[config.mk]
export PLATFORM = sky130hd
export DESIGN_NAME = keyvault_bank
export DESIGN_NICKNAME = d
export VERILOG_FILES = /design/src/rtl/kb_pkg.sv /design/src/rtl/kb_prov_ctrl.sv /design/src/rtl/kb_shadow_store.sv /design/src/rtl/kb_active_store.sv /design/src/rtl/keyvault_bank.sv
export SDC_FILE = /design/constraint.sdc
export NUM_CORES = 2
export LEC_CHECK = 0
export BUFFER_PORTS_ARGS = -buffer_cell sky130_fd_sc_hd__buf_2
export CAP_MARGIN = 20
export CORE_UTILIZATION = 30
export DETAILED_ROUTE_END_ITERATION = 7
export PLACE_DENSITY = 0.53
export SYNTH_ARGS = -nofsm -noshare
export SYNTH_HDL_FRONTEND = slang
export SYNTH_HIERARCHICAL = 1
export SYNTH_SLANG_ARGS = --single-unit
export TNS_END_PERCENT = 1
[constraint.sdc]
create_clock -name clk -period 3 [get_ports clk]
set_input_delay 0.15 -clock clk [delete_from_list [all_inputs] [get_ports clk]]
set_output_delay 0.15 -clock clk [all_outputs]
set_load 0.01 [all_outputs]
[src/rtl/kb_pkg.sv]
package kb_pkg;
  typedef enum logic [1:0] {
    PV_CLOSED = 2'd0,
    PV_OPEN   = 2'd1,
    PV_SEALED = 2'd2
  } prov_state_e;
endpackage

[src/rtl/kb_prov_ctrl.sv]
module kb_prov_ctrl
  import kb_pkg::*;
(
  input  logic clk,
  input  logic rst_n,
  input  logic unlock,
  input  logic lock,
  output logic open_o
);
  prov_state_e st_q;

  always_ff @(posedge clk or negedge rst_n) begin
    if (!rst_n) begin
      st_q <= PV_CLOSED;
    end else begin
      unique case (st_q)
        PV_CLOSED: if (lock) st_q <= PV_SEALED; else if (unlock) st_q <= PV_OPEN;
        PV_OPEN:   if (lock) st_q <= PV_SEALED;
        default:   st_q <= PV_SEALED;
      endcase
    end
  end

  assign open_o = (st_q == PV_OPEN);
endmodule

[src/rtl/kb_shadow_store.sv]
module kb_shadow_store #(
  parameter int WORD_W  = 32,
  parameter int N_WORDS = 44,
  parameter int ADDR_W  = 6
) (
  input  logic                        clk,
  input  logic                        rst_n,
  input  logic                        wipe,
  input  logic                        wr_en,
  input  logic [ADDR_W-1:0]           wr_addr,
  input  logic [WORD_W-1:0]           wr_data,
  input  logic                        clr_staged,
  output logic [N_WORDS*WORD_W-1:0]   shadow_flat,
  output logic                        all_staged
);
  logic [N_WORDS-1:0] staged_q;

  for (genvar g = 0; g < N_WORDS; g++) begin : g_word
    logic hit;
    logic [WORD_W-1:0] word_q;
    assign hit = wr_en && (wr_addr == ADDR_W'(g));

    always_ff @(posedge clk or negedge rst_n) begin
      if (!rst_n)    word_q <= '0;
      else if (wipe) word_q <= '0;
      else if (hit)  word_q <= wr_data;
    end

    always_ff @(posedge clk or negedge rst_n) begin
      if (!rst_n)                  staged_q[g] <= 1'b0;
      else if (wipe || clr_staged) staged_q[g] <= 1'b0;
      else if (hit)                staged_q[g] <= 1'b1;
    end

    assign shadow_flat[g*WORD_W +: WORD_W] = word_q;
  end

  assign all_staged = &staged_q;
endmodule

[src/rtl/kb_active_store.sv]
module kb_active_store #(
  parameter int WORD_W        = 32,
  parameter int WORDS_PER_KEY = 4,
  parameter int N_SLOTS       = 11,
  parameter int IDX_W         = 4,
  localparam int KEY_W        = WORD_W * WORDS_PER_KEY,
  localparam int FLAT_W       = KEY_W * N_SLOTS
) (
  input  logic              clk,
  input  logic              rst_n,
  input  logic              wipe,
  input  logic              load,
  input  logic [FLAT_W-1:0] shadow_flat,
  input  logic              rd_en,
  input  logic [IDX_W-1:0]  rd_idx,
  output logic [KEY_W-1:0]  rd_key,
  output logic [FLAT_W-1:0] active_flat
);
  localparam logic [IDX_W-1:0] LAST_IDX = IDX_W'(N_SLOTS - 1);

  logic [FLAT_W-1:0] act_q;
  logic [KEY_W-1:0]  slot_view [N_SLOTS];
  logic [KEY_W-1:0]  sel_key;

  always_ff @(posedge clk or negedge rst_n) begin
    if (!rst_n)    act_q <= '0;
    else if (wipe) act_q <= '0;
    else if (load) act_q <= shadow_flat;
  end

  for (genvar s = 0; s < N_SLOTS; s++) begin : g_slot
    assign slot_view[s] = act_q[s*KEY_W +: KEY_W];
  end

  always_comb begin
    sel_key = '0;
    if (rd_idx <= LAST_IDX) sel_key = slot_view[rd_idx];
  end

  always_ff @(posedge clk or negedge rst_n) begin
    if (!rst_n)     rd_key <= '0;
    else if (wipe)  rd_key <= '0;
    else if (rd_en) rd_key <= sel_key;
  end

  assign active_flat = act_q;
endmodule

[src/rtl/keyvault_bank.sv]
module keyvault_bank #(
  parameter int WORD_W        = 32,
  parameter int WORDS_PER_KEY = 4,
  parameter int N_ROUND_KEYS  = 10,
  localparam int N_SLOTS      = N_ROUND_KEYS + 1,
  localparam int N_WORDS      = N_SLOTS * WORDS_PER_KEY,
  localparam int ADDR_W       = $clog2(N_WORDS),
  localparam int IDX_W        = $clog2(N_SLOTS),
  localparam int KEY_W        = WORD_W * WORDS_PER_KEY
) (
  input  logic              clk,
  input  logic              rst_n,
  input  logic              prov_unlock,
  input  logic              prov_lock,
  output logic              prov_open,
  input  logic              wr_valid,
  output logic              wr_ready,
  input  logic [ADDR_W-1:0] wr_addr,
  input  logic [WORD_W-1:0] wr_data,
  output logic              wr_err,
  input  logic              host_rd_req,
  output logic              host_rd_ack,
  output logic [WORD_W-1:0] host_rd_data,
  input  logic              commit_req,
  output logic              commit_err,
  output logic              key_valid,
  input  logic              power_fail,
  input  logic              tamper,
  input  logic              dp_rd_en,
  input  logic [IDX_W-1:0]  dp_round,
  output logic [KEY_W-1:0]  dp_key
);
  localparam logic [ADDR_W-1:0] LAST_ADDR = ADDR_W'(N_WORDS - 1);

  logic                      zap;
  logic                      xfer;
  logic                      wr_take;
  logic                      commit_ok;
  logic                      all_staged;
  logic [N_WORDS*WORD_W-1:0] shadow_flat;
  logic [N_WORDS*WORD_W-1:0] active_flat;

  assign zap       = power_fail | tamper;
  assign wr_ready  = ~zap & ~commit_req;
  assign xfer      = wr_valid & wr_ready;
  assign wr_take   = xfer & prov_open & (wr_addr <= LAST_ADDR);
  assign commit_ok = commit_req & ~zap & all_staged;

  kb_prov_ctrl i_prov (
    .clk    (clk),
    .rst_n  (rst_n),
    .unlock (prov_unlock),
    .lock   (prov_lock),
    .open_o (prov_open)
  );

  kb_shadow_store #(
    .WORD_W  (WORD_W),
    .N_WORDS (N_WORDS),
    .ADDR_W  (ADDR_W)
  ) i_shadow (
    .clk         (clk),
    .rst_n       (rst_n),
    .wipe        (zap),
    .wr_en       (wr_take),
    .wr_addr     (wr_addr),
    .wr_data     (wr_data),
    .clr_staged  (commit_ok),
    .shadow_flat (shadow_flat),
    .all_staged  (all_staged)
  );

  kb_active_store #(
    .WORD_W        (WORD_W),
    .WORDS_PER_KEY (WORDS_PER_KEY),
    .N_SLOTS       (N_SLOTS),
    .IDX_W         (IDX_W)
  ) i_active (
    .clk         (clk),
    .rst_n       (rst_n),
    .wipe        (zap),
    .load        (commit_ok),
    .shadow_flat (shadow_flat),
    .rd_en       (dp_rd_en),
    .rd_idx      (dp_round),
    .rd_key      (dp_key),
    .active_flat (active_flat)
  );

  always_ff @(posedge clk or negedge rst_n) begin
    if (!rst_n) begin
      wr_err      <= 1'b0;
      commit_err  <= 1'b0;
      key_valid   <= 1'b0;
      host_rd_ack <= 1'b0;
    end else begin
      wr_err      <= xfer & ~wr_take;
      commit_err  <= commit_req & ~zap & ~all_staged;
      host_rd_ack <= host_rd_req;
      if (zap)            key_valid <= 1'b0;
      else if (commit_ok) key_valid <= 1'b1;
    end
  end

  assign host_rd_data = '0;
endmodule

## After elaboration in Yosys (flattened, before gate mapping)

Cells that the tools add are included.

| cells by class | value |
|---|---|
| equality and inequality tests | 46 |
| reduce and logical (&&, ||, !) cells | 139 |
| muxes and demuxes | 190 |
| order comparisons | 3 |
| bitwise gates (word level) | 14 |

Operators by type and width:

| kind | number |
|---|---|
| 1408-bit 2-to-1 mux | 2 |
| 32-bit 2-to-1 mux | 88 |
| 128-bit 2-to-1 mux | 5 |
| 128-bit binary-select mux with 4-bit select | 1 |
| 2-bit nonzero test | 90 |
| 6-bit by 5-bit == test with 1-bit output (second input constant) | 16 |
| 1-bit 2-to-1 mux | 90 |
| 6-bit == test (second input constant) | 12 |
| 6-bit by 4-bit == test with 1-bit output (second input constant) | 8 |
| 1-bit logical AND | 44 |
| 44-bit AND reduction | 1 |
| 6-bit by 3-bit == test with 1-bit output (second input constant) | 4 |
| 6-bit by 2-bit == test with 1-bit output (second input constant) | 2 |
| 1-bit bitwise AND | 8 |
| 6-bit by 1-bit == test with 1-bit output (second input constant) | 1 |
| 6-bit less-or-equal comparator (second input constant) | 1 |
| 6-bit logical NOT | 1 |
| 2-bit 2-to-1 mux | 3 |
| 5-bit >= comparator (second input constant) | 1 |
| 4-bit NOT with 5-bit output | 1 |
| 4-bit less-or-equal comparator (second input constant) | 1 |
| 1-bit NOT | 4 |
| 2-bit case mux with 2 select lines | 1 |
| 3-bit inequality test (second input constant) | 1 |
| other kinds (6) | 6 |

| word-level totals | value |
|---|---|
| word-level logic and storage cells | 487 |
| input bits | 52 |
| output and inout bits | 166 |
| bits in registers | 2,994 |

## Logic depth before layout (Yosys ltp)

| depth | value |
|---|---|
| depth after elaboration | 9 |
| gate-level depth with buffers | 10 |

## Cells and area by module

The synthesis kept the hierarchy.

By module, submodules not included:

| module | area each (µm²) | times used | cells each | sequential area each (µm²) |
|---|---|---|---|---|
| kb_active_store | 71,990.3 | 1 | 6,281 | 38,436.9 |
| kb_shadow_store | 62,468.7 | 1 | 6,481 | 36,334.8 |
| keyvault_bank | 424.2 | 1 | 49 | 100.1 |
| kb_prov_ctrl | 77.6 | 1 | 6 | 50.0 |

## Worst setup path before layout

OpenSTA, ideal clock, no wires.

| timing | value |
|---|---|
| path kind | input to register |
| start point | in commit_req |
| end point | reg i_shadow.g_word[12].word_q[10] |
| setup slack | 0.266 ns |
| cell stages on the path | 8 |
| arrival | 2.654 ns |
| required time | 2.921 ns |
| buffers on the path | 3 |
| path through | or4b_1 -> nor4bb_1 -> or3b_1 -> buf_2 -> buf_6 -> nor4_4 -> buf_6 -> mux2i_1 |

| between the ends | value |
|---|---|
| longest elaborated chain between the ends | 7 |

RTL lines:

| element | line | text |
|---|---|---|
| start, declared | keyvault_bank.sv:24 | `input logic commit_req,` |
| 1-bit NOT | keyvault_bank.sv:44 | `assign wr_ready = ~zap & ~commit_req;` |
| 1-bit bitwise AND | keyvault_bank.sv:44 |  |
| 1-bit bitwise AND | keyvault_bank.sv:45 | `assign xfer = wr_valid & wr_ready;` |
| 1-bit bitwise AND (2 in series) | keyvault_bank.sv:46 | `assign wr_take = xfer & prov_open & (wr_addr <= LAST_ADDR);` |
| via wr_take | keyvault_bank.sv:37 | `logic wr_take;` |
| 1-bit logical AND | kb_shadow_store.sv:21 | `assign hit = wr_en && (wr_addr == ADDR_W'(g));` |
| 2-bit nonzero test (no source line) | -- |  |
| end signal, assigned | kb_shadow_store.sv:26 | `else if (hit) word_q <= wr_data;` |
| end, declared | kb_shadow_store.sv:20 | `logic [WORD_W-1:0] word_q;` |

The timed path passes the listed nets, and every way through them passes these cells.
A chain may end at the register's enable or synchronous reset.

## Final worst setup path

| timing | value |
|---|---|
| start point | in power_fail |
| end point | out wr_ready |

| between the ends | value |
|---|---|
| longest elaborated chain between the ends | 3 |

RTL lines:

| element | line | text |
|---|---|---|
| start, declared | keyvault_bank.sv:27 | `input logic power_fail,` |
| 1-bit bitwise OR | keyvault_bank.sv:43 | `assign zap = power_fail \| tamper;` |
| via zap | keyvault_bank.sv:35 | `logic zap;` |
| 1-bit NOT | keyvault_bank.sv:44 |  |
| 1-bit bitwise AND | keyvault_bank.sv:44 |  |
| end, declared | keyvault_bank.sv:17 | `output logic wr_ready,` |

The timed path passes the listed nets, and every way through them passes these cells.

==> flow_metrics.env <==
export IMPL_status="finished clean"
export IMPL_rsz0062_at_grt="false"
export IMPL_fin_worst_skew_ps=68.0
export IMPL_globalplace_congestion=0.824
export IMPL_placed_cell_area_mm2=0.146
export IMPL_cts_root_buf="clkbuf_16"
export IMPL_grt_max_degree=183
export IMPL_synthFlopType="dfrtp_1"
export IMPL_die_w_um=673
export IMPL_required_ps=2850
export IMPL_yosysWarnings=6
export IMPL_cp_max_fo=182
export IMPL_postCtsSetupRepairBufs=0
export IMPL_port_buffers=185
export IMPL_dp_hpwl_um=286000
export IMPL_drtIter0Drc=9903
export IMPL_syn_avg_cell_area_um2=10.5
export IMPL_multiInputGateArea_mm2=0.0542
export IMPL_dpl_worst_slack_ps=-33.0
export IMPL_async_reset_ff_frac=1.00
export IMPL_num_io_pins=218
export IMPL_drv_cap=0
export IMPL_relSlewSlack=0.202
export IMPL_timing_fmax_mhz=348
export IMPL_postRouteWirelength_um=477000
export IMPL_numCtsBuffers=329
export IMPL_vias_per_cell=5.34
export IMPL_drt_wirelength_per_cell_um=25.2
export IMPL_yosys_top_cells_count="2994 x dfrtp_1, 2048 x mux2i_1, 1413 x nor2_1"
export IMPL_grt_pass1_wl_um=710000
export IMPL_cpPeakStageDelay_ps=560
export IMPL_tightestPinTransition_ps=1200
export IMPL_finalNonFillerCells=18908
export IMPL_p_seq_frac=0.466
export IMPL_post_route_period_util=0.958
export IMPL_drive_gt1_frac=0.119
export IMPL_crit_buf_inv=6
export IMPL_power_mw=86.7
export IMPL_drc=0
export IMPL_arrival_ps=2720
export IMPL_synth_ff_latch_count=2994
export IMPL_peakVddDrop_mv=0.487
export IMPL_antenna_found_initial=24
export IMPL_crit_chain="dlygate4sd3_1, buf_2, buf_4, or2_4, buf_12, buf_12, nor2_1, buf_2"
export IMPL_synth_top_cells_by_area="dfrtp_1 56%, mux2i_1 15%, o21ai_0 4.5%, a21oi_1 4.4%, nand3_1 4.3%"
export IMPL_grt_pass1_vias=99812
export IMPL_row_count=245
export IMPL_coreArea_mm2=0.447
export IMPL_gr_usage_all_layers=0.205
export IMPL_start_util=0.302
export IMPL_fin_area_mm2=0.158
export IMPL_clockBufferDepth=4
export IMPL_cts_tree="done"
export IMPL_fin_setup_tns_ps=0
export IMPL_setup_ws_ps=127
export IMPL_synth_most_common_cell="dfrtp_1"
export IMPL_p_int_mw=65.6
export IMPL_worstSetupPathType="in2out"
export IMPL_die_area_mm2=0.453
export IMPL_htree_levels=5
export IMPL_vias=101030
export IMPL_crit_family="buffers and inverters"
export IMPL_fp_dieH_um=673
export IMPL_fillers=44323
export IMPL_netlist_area_mm2=0.135
export IMPL_syn_inst=12817
export IMPL_combinationalPowerShare=0.053
export IMPL_min_period_ps=2870
export IMPL_hp_class="in2async"
export IMPL_yosys_area_top_type="dfrtp_1"
export IMPL_place_inst=18251
export IMPL_synth_edf_count=0
export IMPL_hold_ws_ps=51.9
export IMPL_power_leakage_nw=65.2
export IMPL_clock_sinks=2994
export IMPL_final_net_count=12759
export IMPL_synth_top_area_frac=0.555
export IMPL_end_kind="primary output"
export IMPL_ys_seq_area_frac=0.555
export IMPL_start_kind="input port"
export IMPL_cts_clk_slew_worst_paths_ps=60
export IMPL_ys_types=51
export IMPL_drv_slew=0
export IMPL_gr_total_overflow=0
export IMPL_seqCellArea_mm2=0.0749
export IMPL_pwr_density_cell_mw_per_mm2=549
export IMPL_ant_nets=0
export IMPL_setup_viol=0
export IMPL_clock_latency_ps=960
export IMPL_slowest_stage="buf_12"
export IMPL_pwr_share_clk=0.481
export IMPL_postLayoutCoreUtil=0.354
export IMPL_p_sw_mw=21.1
export IMPL_first_pass_iters=6
export IMPL_syn_to_final_growth_pct=17.0
export IMPL_p_sw_frac=0.244
export IMPL_hold_violations=0
cell usage in the layout (no fill, tap or decap), types with 17 or more instances in the layout:
master,count
dfrtp_1,2994
mux2i_1,2048
nor2_1,1412
o21ai_0,1225
a21oi_1,1195
nand3_1,1153
buf_4,443
clkbuf_16,334
nand2b_1,288
buf_12,276
buf_2,182
nor3_1,171
mux2_1,169
nand2_1,130
a22o_1,128
o22ai_1,128
a221o_1,128
mux2_2,87
clkbuf_1,86
clkbuf_8,79
o21ai_1,55
dlygate4sd3_1,53
clkinv_2,42
conb_1,32
bufinv_16,19
diode_2,17
cell type report:
type                       count  share of cell area
sequential                  2994               0.474
multi-input combinational   8424               0.343
timing repair buffer         956              0.0654
clock buffer                 499              0.0619
tap                         5928              0.0470
clock inverter                88             0.00754
antenna                       17            0.000269
inverter                       2           0.0000475
registers in the layout, summed over array words and instances, names as in the netlist:
signal and count:
wr_err 1, i_active/active_flat 1408, host_rd_ack 1, commit_err 1, key_valid 1, i_prov/st_q 2
i_active/rd_key 128, i_shadow/g_word.word_q 1408, i_shadow/staged_q 44
tightest hold or removal path, stage by stage:
cell and delay (ps):
dlygate4sd3_1 580, buf_12 220, buf_4 310
worst paths after layout:
check	from	slack (ps)	depth (start not counted)	to
max in group asynchronous	rst_n	950	5	i_active/active_flat[1072]
worst max register to register	i_shadow/staged_q[43]	200	9	i_active/active_flat[594]
worst min-delay path	rst_n	50	3	i_active/rd_key[71]
worst min register to register	i_shadow/g_word[19].word_q[19]	470	2	i_active/active_flat[627]
worst max-delay path	power_fail	130	8	wr_ready
min in group clk	wr_addr[5]	80	5	i_shadow/g_word[38].word_q[30]
power groups by stage:
stage / clock (mW) / sequential (mW) / combinational, mW
final: 41.7 / 40.5 / 4.60
after global routing: 44.0 / 40.4 / 4.85
after CTS: 42.4 / 40.5 / 4.64
after detailed placement: 0 / 41.2 / 4.56
after global placement: 0 / 41.2 / 4.58
after floorplan: 0 / 41.2 / 1.86
cell families after synthesis:
kind of cell,count (synthesis),synth area share
flops,2994,0.555
mux,2304,0.173
simple gates,3225,0.110
compound gates,2863,0.116
other cells,1,0.0000278
buf+inv,1430,0.0461
routing by layer:
| layer | vias to the layer above | wire, µm | GRT usage | share of wire |
|---|---|---|---|---|
| met5 | - | 21 | 0 | 0.000044 |
| met4 | 4 | 13300 | 0.0532 | 0.028 |
| met3 | 582 | 24800 | 0.0242 | 0.052 |
| met2 | 3019 | 227000 | 0.336 | 0.48 |
| met1 | 52758 | 212000 | 0.287 | 0.44 |
| li1 | 44667 | - | - | - |
what timing repair did:
item / 4_1_cts / 5_1_grt
endpoints found under the setup margin: 0 / 123
endpoints found under the hold margin: 3738 / 0
hold buffers: 53 / 0
gates resized for setup: 0 / 2
Power figures use the tool's default switching activity.
